--- src/rtl/aclk_pkg.sv ---
package aclk_pkg;

    localparam int DIV_W = 8;
    localparam int CFG_W = DIV_W + 2;
    localparam int ACT_W = CFG_W + 1;

    typedef struct packed {
        logic             mck_en;
        logic             odd;
        logic [DIV_W-1:0] div;
    } pre_cfg_t;

    typedef enum logic {CFG_IDLE, CFG_ARMED} cfg_state_e;
    typedef enum logic {PH_LOW, PH_HIGH}     phase_e;
    typedef enum logic {BC_LOW, BC_HIGH}     bclk_state_e;
    typedef enum logic {WS_LEFT, WS_RIGHT}   ws_state_e;

    function automatic logic [DIV_W-1:0] clamp_div(input logic [DIV_W-1:0] d);
        return (d < DIV_W'(2)) ? DIV_W'(2) : d;
    endfunction

endpackage

--- src/rtl/aclk_cfg_hold.sv ---
module aclk_cfg_hold
    import aclk_pkg::*;
#(
    parameter int RST_DIV = 2
) (
    input  logic             clk,
    input  logic             rst_n,
    input  logic             we,
    input  logic [CFG_W-1:0] wdata,
    input  logic             wide_in,
    input  logic             apply,
    output pre_cfg_t         act_cfg,
    output logic             act_wide,
    output pre_cfg_t         nxt_cfg
);

    localparam logic [DIV_W-1:0] RST_D = clamp_div(DIV_W'(RST_DIV));
    localparam pre_cfg_t RST_CFG = '{mck_en: 1'b0, odd: 1'b0, div: RST_D};

    cfg_state_e st, st_n;
    pre_cfg_t   pend_q, act_q, wr_cfg;
    logic       wide_q;

    always_comb begin
        wr_cfg.div    = clamp_div(wdata[DIV_W-1:0]);
        wr_cfg.odd    = wdata[DIV_W];
        wr_cfg.mck_en = wdata[DIV_W+1];
    end

    always_comb begin
        st_n = st;
        unique case (st)
            CFG_IDLE:  if (we) st_n = CFG_ARMED;
            CFG_ARMED: if (apply && !we) st_n = CFG_IDLE;
            default:   st_n = CFG_IDLE;
        endcase
    end

    always_ff @(posedge clk or negedge rst_n) begin
        if (!rst_n) begin
            st     <= CFG_IDLE;
            pend_q <= RST_CFG;
            act_q  <= RST_CFG;
            wide_q <= 1'b0;
        end else begin
            st <= st_n;
            if (we) pend_q <= wr_cfg;
            if (apply) begin
                wide_q <= wide_in;
                if (st == CFG_ARMED) act_q <= pend_q;
            end
        end
    end

    always_comb begin
        act_cfg  = act_q;
        act_wide = wide_q;
        nxt_cfg  = (apply && st == CFG_ARMED) ? pend_q : act_q;
    end

endmodule

--- src/rtl/aclk_phase_gen.sv ---
module aclk_phase_gen
    import aclk_pkg::*;
#(
    parameter int RST_DIV = 2
) (
    input  logic             clk,
    input  logic             rst_n,
    input  logic [DIV_W-1:0] ld_div,
    input  logic             ld_odd,
    output logic             lvl,
    output logic             rise_ev,
    output logic             fall_ev
);

    localparam logic [DIV_W-1:0] RST_D = clamp_div(DIV_W'(RST_DIV));

    phase_e           st, st_n;
    logic [DIV_W-1:0] cnt_q, cnt_n;
    logic [DIV_W-1:0] lo_ld, hi_ld;

    // low phase lasts DIV cycles, high phase DIV+ODD cycles
    assign lo_ld = ld_div - DIV_W'(1);
    assign hi_ld = ld_div - DIV_W'(1) + {{(DIV_W-1){1'b0}}, ld_odd};

    always_comb begin
        st_n  = st;
        cnt_n = cnt_q - DIV_W'(1);
        unique case (st)
            PH_LOW: begin
                if (cnt_q == '0) begin
                    st_n  = PH_HIGH;
                    cnt_n = hi_ld;
                end
            end
            PH_HIGH: begin
                if (cnt_q == '0) begin
                    st_n  = PH_LOW;
                    cnt_n = lo_ld;
                end
            end
            default: begin
                st_n  = PH_LOW;
                cnt_n = lo_ld;
            end
        endcase
    end

    always_ff @(posedge clk or negedge rst_n) begin
        if (!rst_n) begin
            st    <= PH_LOW;
            cnt_q <= RST_D - DIV_W'(1);
        end else begin
            st    <= st_n;
            cnt_q <= cnt_n;
        end
    end

    always_comb begin
        lvl     = (st == PH_HIGH);
        rise_ev = (st == PH_LOW)  && (cnt_q == '0);
        fall_ev = (st == PH_HIGH) && (cnt_q == '0);
    end

endmodule

--- src/rtl/aclk_bit_gen.sv ---
module aclk_bit_gen
    import aclk_pkg::*;
#(
    parameter int NARROW_MDIV = 8,
    parameter int WIDE_MDIV   = 4
) (
    input  logic clk,
    input  logic rst_n,
    input  logic p_rise,
    input  logic p_fall,
    input  logic mck_en,
    input  logic wide,
    input  logic restart,
    output logic lvl,
    output logic b_rise,
    output logic b_fall
);

    localparam int M_MAX    = (NARROW_MDIV > WIDE_MDIV) ? NARROW_MDIV : WIDE_MDIV;
    localparam int HALF_MAX = M_MAX / 2;
    localparam int MCNT_W   = (HALF_MAX > 1) ? $clog2(HALF_MAX) : 1;
    localparam logic [MCNT_W-1:0] N_LAST = MCNT_W'(NARROW_MDIV / 2 - 1);
    localparam logic [MCNT_W-1:0] W_LAST = MCNT_W'(WIDE_MDIV / 2 - 1);

    bclk_state_e       st, st_n;
    logic [MCNT_W-1:0] mcnt_q, mcnt_n;
    logic [MCNT_W-1:0] half_last;
    logic              edge_hit, step;

    assign half_last = wide ? W_LAST : N_LAST;
    assign edge_hit  = p_fall && (mcnt_q == half_last);

    // step: the current cycle closes a bit-clock half period
    always_comb begin
        if (mck_en) step = edge_hit;
        else        step = (st == BC_LOW) ? p_rise : p_fall;
    end

    always_comb begin
        st_n = st;
        unique case (st)
            BC_LOW:  if (step) st_n = BC_HIGH;
            BC_HIGH: if (step) st_n = BC_LOW;
            default: st_n = BC_LOW;
        endcase
    end

    always_comb begin
        if (restart || !mck_en) mcnt_n = '0;
        else if (p_fall)        mcnt_n = edge_hit ? '0 : mcnt_q + MCNT_W'(1);
        else                    mcnt_n = mcnt_q;
    end

    always_ff @(posedge clk or negedge rst_n) begin
        if (!rst_n) begin
            st     <= BC_LOW;
            mcnt_q <= '0;
        end else begin
            st     <= st_n;
            mcnt_q <= mcnt_n;
        end
    end

    always_comb begin
        lvl    = (st == BC_HIGH);
        b_rise = step && (st == BC_LOW);
        b_fall = step && (st == BC_HIGH);
    end

endmodule

--- src/rtl/aclk_frame_gen.sv ---
module aclk_frame_gen
    import aclk_pkg::*;
#(
    parameter int NARROW_BITS = 16,
    parameter int WIDE_BITS   = 32
) (
    input  logic clk,
    input  logic rst_n,
    input  logic b_fall,
    input  logic wide,
    output logic ws,
    output logic boundary
);

    localparam int BITS_MAX = (NARROW_BITS > WIDE_BITS) ? NARROW_BITS : WIDE_BITS;
    localparam int BCNT_W   = $clog2(BITS_MAX);
    localparam logic [BCNT_W-1:0] N_LAST = BCNT_W'(NARROW_BITS - 1);
    localparam logic [BCNT_W-1:0] W_LAST = BCNT_W'(WIDE_BITS - 1);

    ws_state_e         st, st_n;
    logic [BCNT_W-1:0] bcnt_q, bcnt_n;
    logic              wrap;

    assign wrap = b_fall && (bcnt_q == (wide ? W_LAST : N_LAST));

    always_comb begin
        st_n = st;
        unique case (st)
            WS_LEFT:  if (wrap) st_n = WS_RIGHT;
            WS_RIGHT: if (wrap) st_n = WS_LEFT;
            default:  st_n = WS_LEFT;
        endcase
    end

    always_comb begin
        if (wrap)        bcnt_n = '0;
        else if (b_fall) bcnt_n = bcnt_q + BCNT_W'(1);
        else             bcnt_n = bcnt_q;
    end

    always_ff @(posedge clk or negedge rst_n) begin
        if (!rst_n) begin
            st     <= WS_LEFT;
            bcnt_q <= '0;
        end else begin
            st     <= st_n;
            bcnt_q <= bcnt_n;
        end
    end

    always_comb begin
        ws       = (st == WS_RIGHT);
        boundary = wrap && (st == WS_RIGHT);
    end

endmodule

--- src/rtl/aclk_prescaler.sv ---
module aclk_prescaler
    import aclk_pkg::*;
#(
    parameter int RST_DIV     = 2,
    parameter int NARROW_BITS = 16,
    parameter int WIDE_BITS   = 32,
    parameter int NARROW_MDIV = 8,
    parameter int WIDE_MDIV   = 4
) (
    input  logic             kclk,
    input  logic             rst_n,
    input  logic             cfg_we,
    input  logic [CFG_W-1:0] cfg_wdata,
    input  logic             wide_frame,
    output logic             mclk_o,
    output logic             bclk_o,
    output logic             ws_o,
    output logic             bclk_rise_stb,
    output logic             bclk_fall_stb
);

    pre_cfg_t         act_cfg, nxt_cfg;
    logic             act_wide;
    logic             frame_start;
    logic             p_lvl, p_rise, p_fall;
    logic             b_lvl, b_rise, b_fall;
    logic             ws_lvl;
    logic             rise_q, fall_q;
    logic [ACT_W-1:0] cfg_act_bits;

    aclk_cfg_hold #(.RST_DIV(RST_DIV)) u_cfg (
        .clk      (kclk),
        .rst_n    (rst_n),
        .we       (cfg_we),
        .wdata    (cfg_wdata),
        .wide_in  (wide_frame),
        .apply    (frame_start),
        .act_cfg  (act_cfg),
        .act_wide (act_wide),
        .nxt_cfg  (nxt_cfg)
    );

    aclk_phase_gen #(.RST_DIV(RST_DIV)) u_phase (
        .clk     (kclk),
        .rst_n   (rst_n),
        .ld_div  (nxt_cfg.div),
        .ld_odd  (nxt_cfg.odd),
        .lvl     (p_lvl),
        .rise_ev (p_rise),
        .fall_ev (p_fall)
    );

    aclk_bit_gen #(.NARROW_MDIV(NARROW_MDIV), .WIDE_MDIV(WIDE_MDIV)) u_bit (
        .clk     (kclk),
        .rst_n   (rst_n),
        .p_rise  (p_rise),
        .p_fall  (p_fall),
        .mck_en  (act_cfg.mck_en),
        .wide    (act_wide),
        .restart (frame_start),
        .lvl     (b_lvl),
        .b_rise  (b_rise),
        .b_fall  (b_fall)
    );

    aclk_frame_gen #(.NARROW_BITS(NARROW_BITS), .WIDE_BITS(WIDE_BITS)) u_frame (
        .clk      (kclk),
        .rst_n    (rst_n),
        .b_fall   (b_fall),
        .wide     (act_wide),
        .ws       (ws_lvl),
        .boundary (frame_start)
    );

    // edge marks register on the same edge that moves the bit clock
    always_ff @(posedge kclk or negedge rst_n) begin
        if (!rst_n) begin
            rise_q <= 1'b0;
            fall_q <= 1'b0;
        end else begin
            rise_q <= b_rise;
            fall_q <= b_fall;
        end
    end

    assign cfg_act_bits  = {act_wide, act_cfg};
    assign mclk_o        = p_lvl & act_cfg.mck_en;
    assign bclk_o        = b_lvl;
    assign ws_o          = ws_lvl;
    assign bclk_rise_stb = rise_q;
    assign bclk_fall_stb = fall_q;

endmodule

--- config.mk ---
export PLATFORM = sky130hd
export DESIGN_NAME = aclk_prescaler
export DESIGN_NICKNAME = d
export VERILOG_FILES = /design/src/rtl/aclk_pkg.sv /design/src/rtl/aclk_cfg_hold.sv /design/src/rtl/aclk_phase_gen.sv /design/src/rtl/aclk_bit_gen.sv /design/src/rtl/aclk_frame_gen.sv /design/src/rtl/aclk_prescaler.sv
export SDC_FILE = /design/constraint.sdc
export NUM_CORES = 1
export LEC_CHECK = 0
export ABC_AREA = 0
export BUFFER_PORTS_ARGS = -buffer_cell sky130_fd_sc_hd__buf_2
export CAP_MARGIN = 10
export CORE_UTILIZATION = 48
export CTS_BUF_LIST = sky130_fd_sc_hd__clkbuf_8
export CTS_CLUSTER_DIAMETER = 30
export CTS_CLUSTER_SIZE = 24
export DETAILED_ROUTE_END_ITERATION = 10
export PLACE_DENSITY = 0.63
export SLEW_MARGIN = 30
export SYNTH_ARGS = -nofsm -noshare
export SYNTH_HDL_FRONTEND = slang
export SYNTH_SLANG_ARGS = --single-unit
--- constraint.sdc ---
create_clock -name kclk -period 5.4 [get_ports kclk]
set_input_delay 0.54 -clock kclk [delete_from_list [all_inputs] [get_ports kclk]]
set_output_delay 0.54 -clock kclk [all_outputs]
set_load 0.005 [all_outputs]
==> results.py <==
metrics = {
    "drt": {
        "wl_per_cell_um": 14.4,
        "postRouteWirelength_um": 4200,
        "num_vias": 1565,
        "route.detailed.drc": 0,
        "drtAntennaViolNets": 0,
        "wl_met2_um": 1770,
        "highest_layer": "met4",
        "wl_met1_um": 2240,
        "dr.pass1.iters": 4,
        "viasPerCell": 5.36,
        "met3_length_um": 132,
        "drt_iter0_markers": 66,
    },
    "synthesis": {
        "synth-async-reset-ratio_pct": 100,
        "synth_seq_cells": 42,
        "synth_flop_cell": "dfrtp_1",
        "yosysTopAreaCellShare_pct": 43.5,
        "synth_edf_count": 0,
        "synth_warnings": 0,
        "ys_seq_area_share_pct": 47.0,
        "postSynthCellCount": 217,
        "syn_area_per_cell_um2": 10.3,
        "synth_top_area_cell": "dfrtp_1",
        "syn-num-nets": 241,
        "synth_cell_types": 43,
        "synth_area_leaders": "dfrtp_1 43%, mux2_2 6.0%, ha_1 5.6%, nand2_1 4.7%, dfstp_2 3.5%",
        "syn_area_um2": 2250,
    },
    "layout": {
        "fin_cells": 292,
        "postLayoutCoreUtil_pct": 56.0,
        "final_cell_mix": "39 x dfrtp_1, 28 x nand2_1, 17 x buf_2, 16 x nor2_1",
        "area_delta_synth_final_pct": 10.1,
        "diodes": 0,
        "drive_gt1_share_pct": 21.7,
        "fin_nets": 263,
        "layout_commonest_cell": "dfrtp_1",
    },
    "worst_setup_path": {
        "cpPeakStageDelay_ns": 0.59,
        "cp.required_ns": 5.62,
        "slowest_stage": "or4_4",
        "critical_path.endpoint_type": "flip-flop",
        "crit_arrival_ns": 4.87,
        "path_max_fanout": 14,
        "critPathTopFamily": "simple AND/OR/NAND/NOR gates",
        "rrSetupSlack_ns": 0.75,
        "crit_path_start_kind": "flip-flop",
        "cpMostUsedCell": "ha_1",
        "r2r_cells": 20,
        "rr_endpoint": "u_phase.cnt_q[6]",
        "cp.buffers_inverters": 1,
        "criticalPathCategory": "flip-flop to flip-flop",
        "cp_cell_sequence": "or4_4, nor4b_4, ha_1, mux2i_1, o22ai_1, ha_1, nand4_1, nor2_1, ha_1, buf_4, and2_1, nand2_1, nand2_1, ha_1, ha_1, nand2b_1, a21oi_1, nand3_1, nor4bb_1, nor3_1",
        "worstReg2RegStart": "u_phase.cnt_q[2]",
    },
    "floorplan": {
        "num_rows": 24,
        "num_io_pins": 19,
        "die_y_um": 70.4,
        "initial_core_util_pct": 50.9,
        "core_um2": 4410,
        "die_w_um": 70.4,
        "die-area_um2": 4960,
    },
    "grt": {
        "grt_antenna_before_repair": 0,
        "grt_pass1_wl_um": 7420,
        "track_usage_pct": 19.3,
        "grt.overflow.total": 0,
        "grt_max_degree": 43,
        "grt_pass1_vias": 1514,
    },
    "cts": {
        "clock_sinks": 42,
        "path_clk_slew_ns": 0.08,
        "clock_latency_ns": 0.30,
        "cts-resized-gates": 0,
        "cts_inserted_buffers": 5,
        "post-cts-setup-buffer-count": 0,
        "cts_tree": "yes",
        "cts_max_level": 2,
        "root_buffer": "clkbuf_8",
        "cts-hold-fix-buffers": 0,
        "cts_buffer_depth": 2,
    },
    "job": {
        "cap_violations": 0,
    },
    "sta": {
        "setup_viol": 0,
        "finalHoldWorstSlack_ns": 0.209,
        "finalSetupTns_ns": 0,
        "maxSlewHeadroom_pct": 65.1,
        "rsz0062_at_grt": "no",
        "tightest_slew_ns": 0.524,
        "fmax_ghz": 0.215,
        "hold_viol_final": 0,
        "fin_worst_skew_ns": 0.0112,
        "fin_crit_ns": 4.65,
        "finalCritPeriodShare_pct": 86.1,
        "final-max-slew-violation-count": 0,
    },
    "placement": {
        "placedCellCount": 284,
        "place.detailed.hpwl_um": 3080,
        "numPortBuffers": 18,
        "gp_congestion": 0.786,
    },
    "power_and_ir_drop": {
        "power_density_nw_per_um2": 223,
        "vdd_drop_max_uv": 139,
        "p_leak_nw": 1.20,
    },
    "min_path": {
        "hp-class": "input pin to asynchronous set/reset pin",
    },
    "outcome": {
        "status": "completed",
    },
}
[per-layer routing]
metal / track usage, % / vias up
li1: - / 809
met1: 27.8 / 720
met2: 28.5 / 29
met3: 4.76 / 7
met4: 6.00 / 0
met5: 0 / -
[cells in the mapped netlist (2+ instances only)]
| master | n |
|---|---|
| a211oi_1 | 3 |
| a21bo_2 | 2 |
| a21oi_1 | 12 |
| and2_1 | 2 |
| buf_2 | 2 |
| dfrtp_1 | 39 |
| dfstp_2 | 3 |
| ha_1 | 10 |
| inv_1 | 11 |
| mux2_2 | 12 |
| mux2_4 | 2 |
| mux2i_1 | 4 |
| nand2_1 | 28 |
| nand2b_1 | 4 |
| nand3_1 | 6 |
| nand4_1 | 7 |
| nor2_1 | 16 |
| nor3_1 | 6 |
| nor4bb_1 | 3 |
| o211ai_1 | 2 |
| o21ai_0 | 6 |
| o22ai_1 | 2 |
| or4b_1 | 2 |
| xnor2_1 | 8 |
| xor2_1 | 7 |
[state kept, by name (all words and copies together) (netlist names), 2 cells and up]
register / count
u_cfg.pend_q: 10
u_cfg.act_cfg: 10
u_phase.cnt_q: 8
u_frame.bcnt_q: 5
u_bit.mcnt_q: 2
[cell type report]
| type | instances | area, um2 |
|---|---|---|
| Clock buffer | 5 | 68.8 |
| Clock inverter | 3 | 17.5 |
| Fill cell | 391 | 1940 |
| Inverter | 12 | 45.0 |
| Multi-Input combinational cell | 158 | 1110 |
| Sequential cell | 42 | 1050 |
| Tap cell | 52 | 65.1 |
| Timing Repair Buffer | 20 | 108 |
[logic make-up (layout without fill, tap and decap cells)]
kind of cell / count (synthesis) / in the layout / share of synthesized area [%]
DFF: 42 / 42 / 47.0
adders and majority gates: 10 / 10 / 5.57
buffers and inverters: 17 / 40 / 3.45
and+or+nand+nor: 82 / 82 / 19.5
muxes: 18 / 18 / 9.14
xor gates and xnor gates: 15 / 15 / 5.85
AOI/OAI and AO/OA: 33 / 33 / 9.53
[stage by stage]
stage	area [um2]	power [mW]	setup WS, ns
4_1_cts	2470	0.561	0.734
3_5_place_dp	2380	0.360	0.750
3_3_place_gp	2380	0.359	0.853
2_1_floorplan	2250	0.344	0.857
5_1_grt	2470	0.579	0.302
6_report	2470	0.550	0.751
[worst max-delay path by stage]
stage / cells past startpoint / to / startpoint / slack (ns)
floorplan: 18 / u_phase.cnt_q[7] / u_phase.cnt_q[2] / 0.86
global placement: 20 / u_phase.cnt_q[4] / u_phase.cnt_q[2] / 0.85
detailed placement: 20 / u_phase.cnt_q[4] / u_phase.cnt_q[2] / 0.75
CTS: 20 / u_phase.cnt_q[4] / u_phase.cnt_q[2] / 0.73
global route: 20 / u_phase.cnt_q[4] / u_phase.cnt_q[2] / 0.30
finish: 20 / u_phase.cnt_q[6] / u_phase.cnt_q[2] / 0.75
[power breakdown]
group / switching [mW] / internal [mW] / leakage [nW]
Clock: 0.108 / 0.0893 / 0.0493
Combinational: 0.0116 / 0.0115 / 0.634
Sequential: 0.00738 / 0.322 / 0.514
No activity file was read; power rests on OpenSTA's default activity.
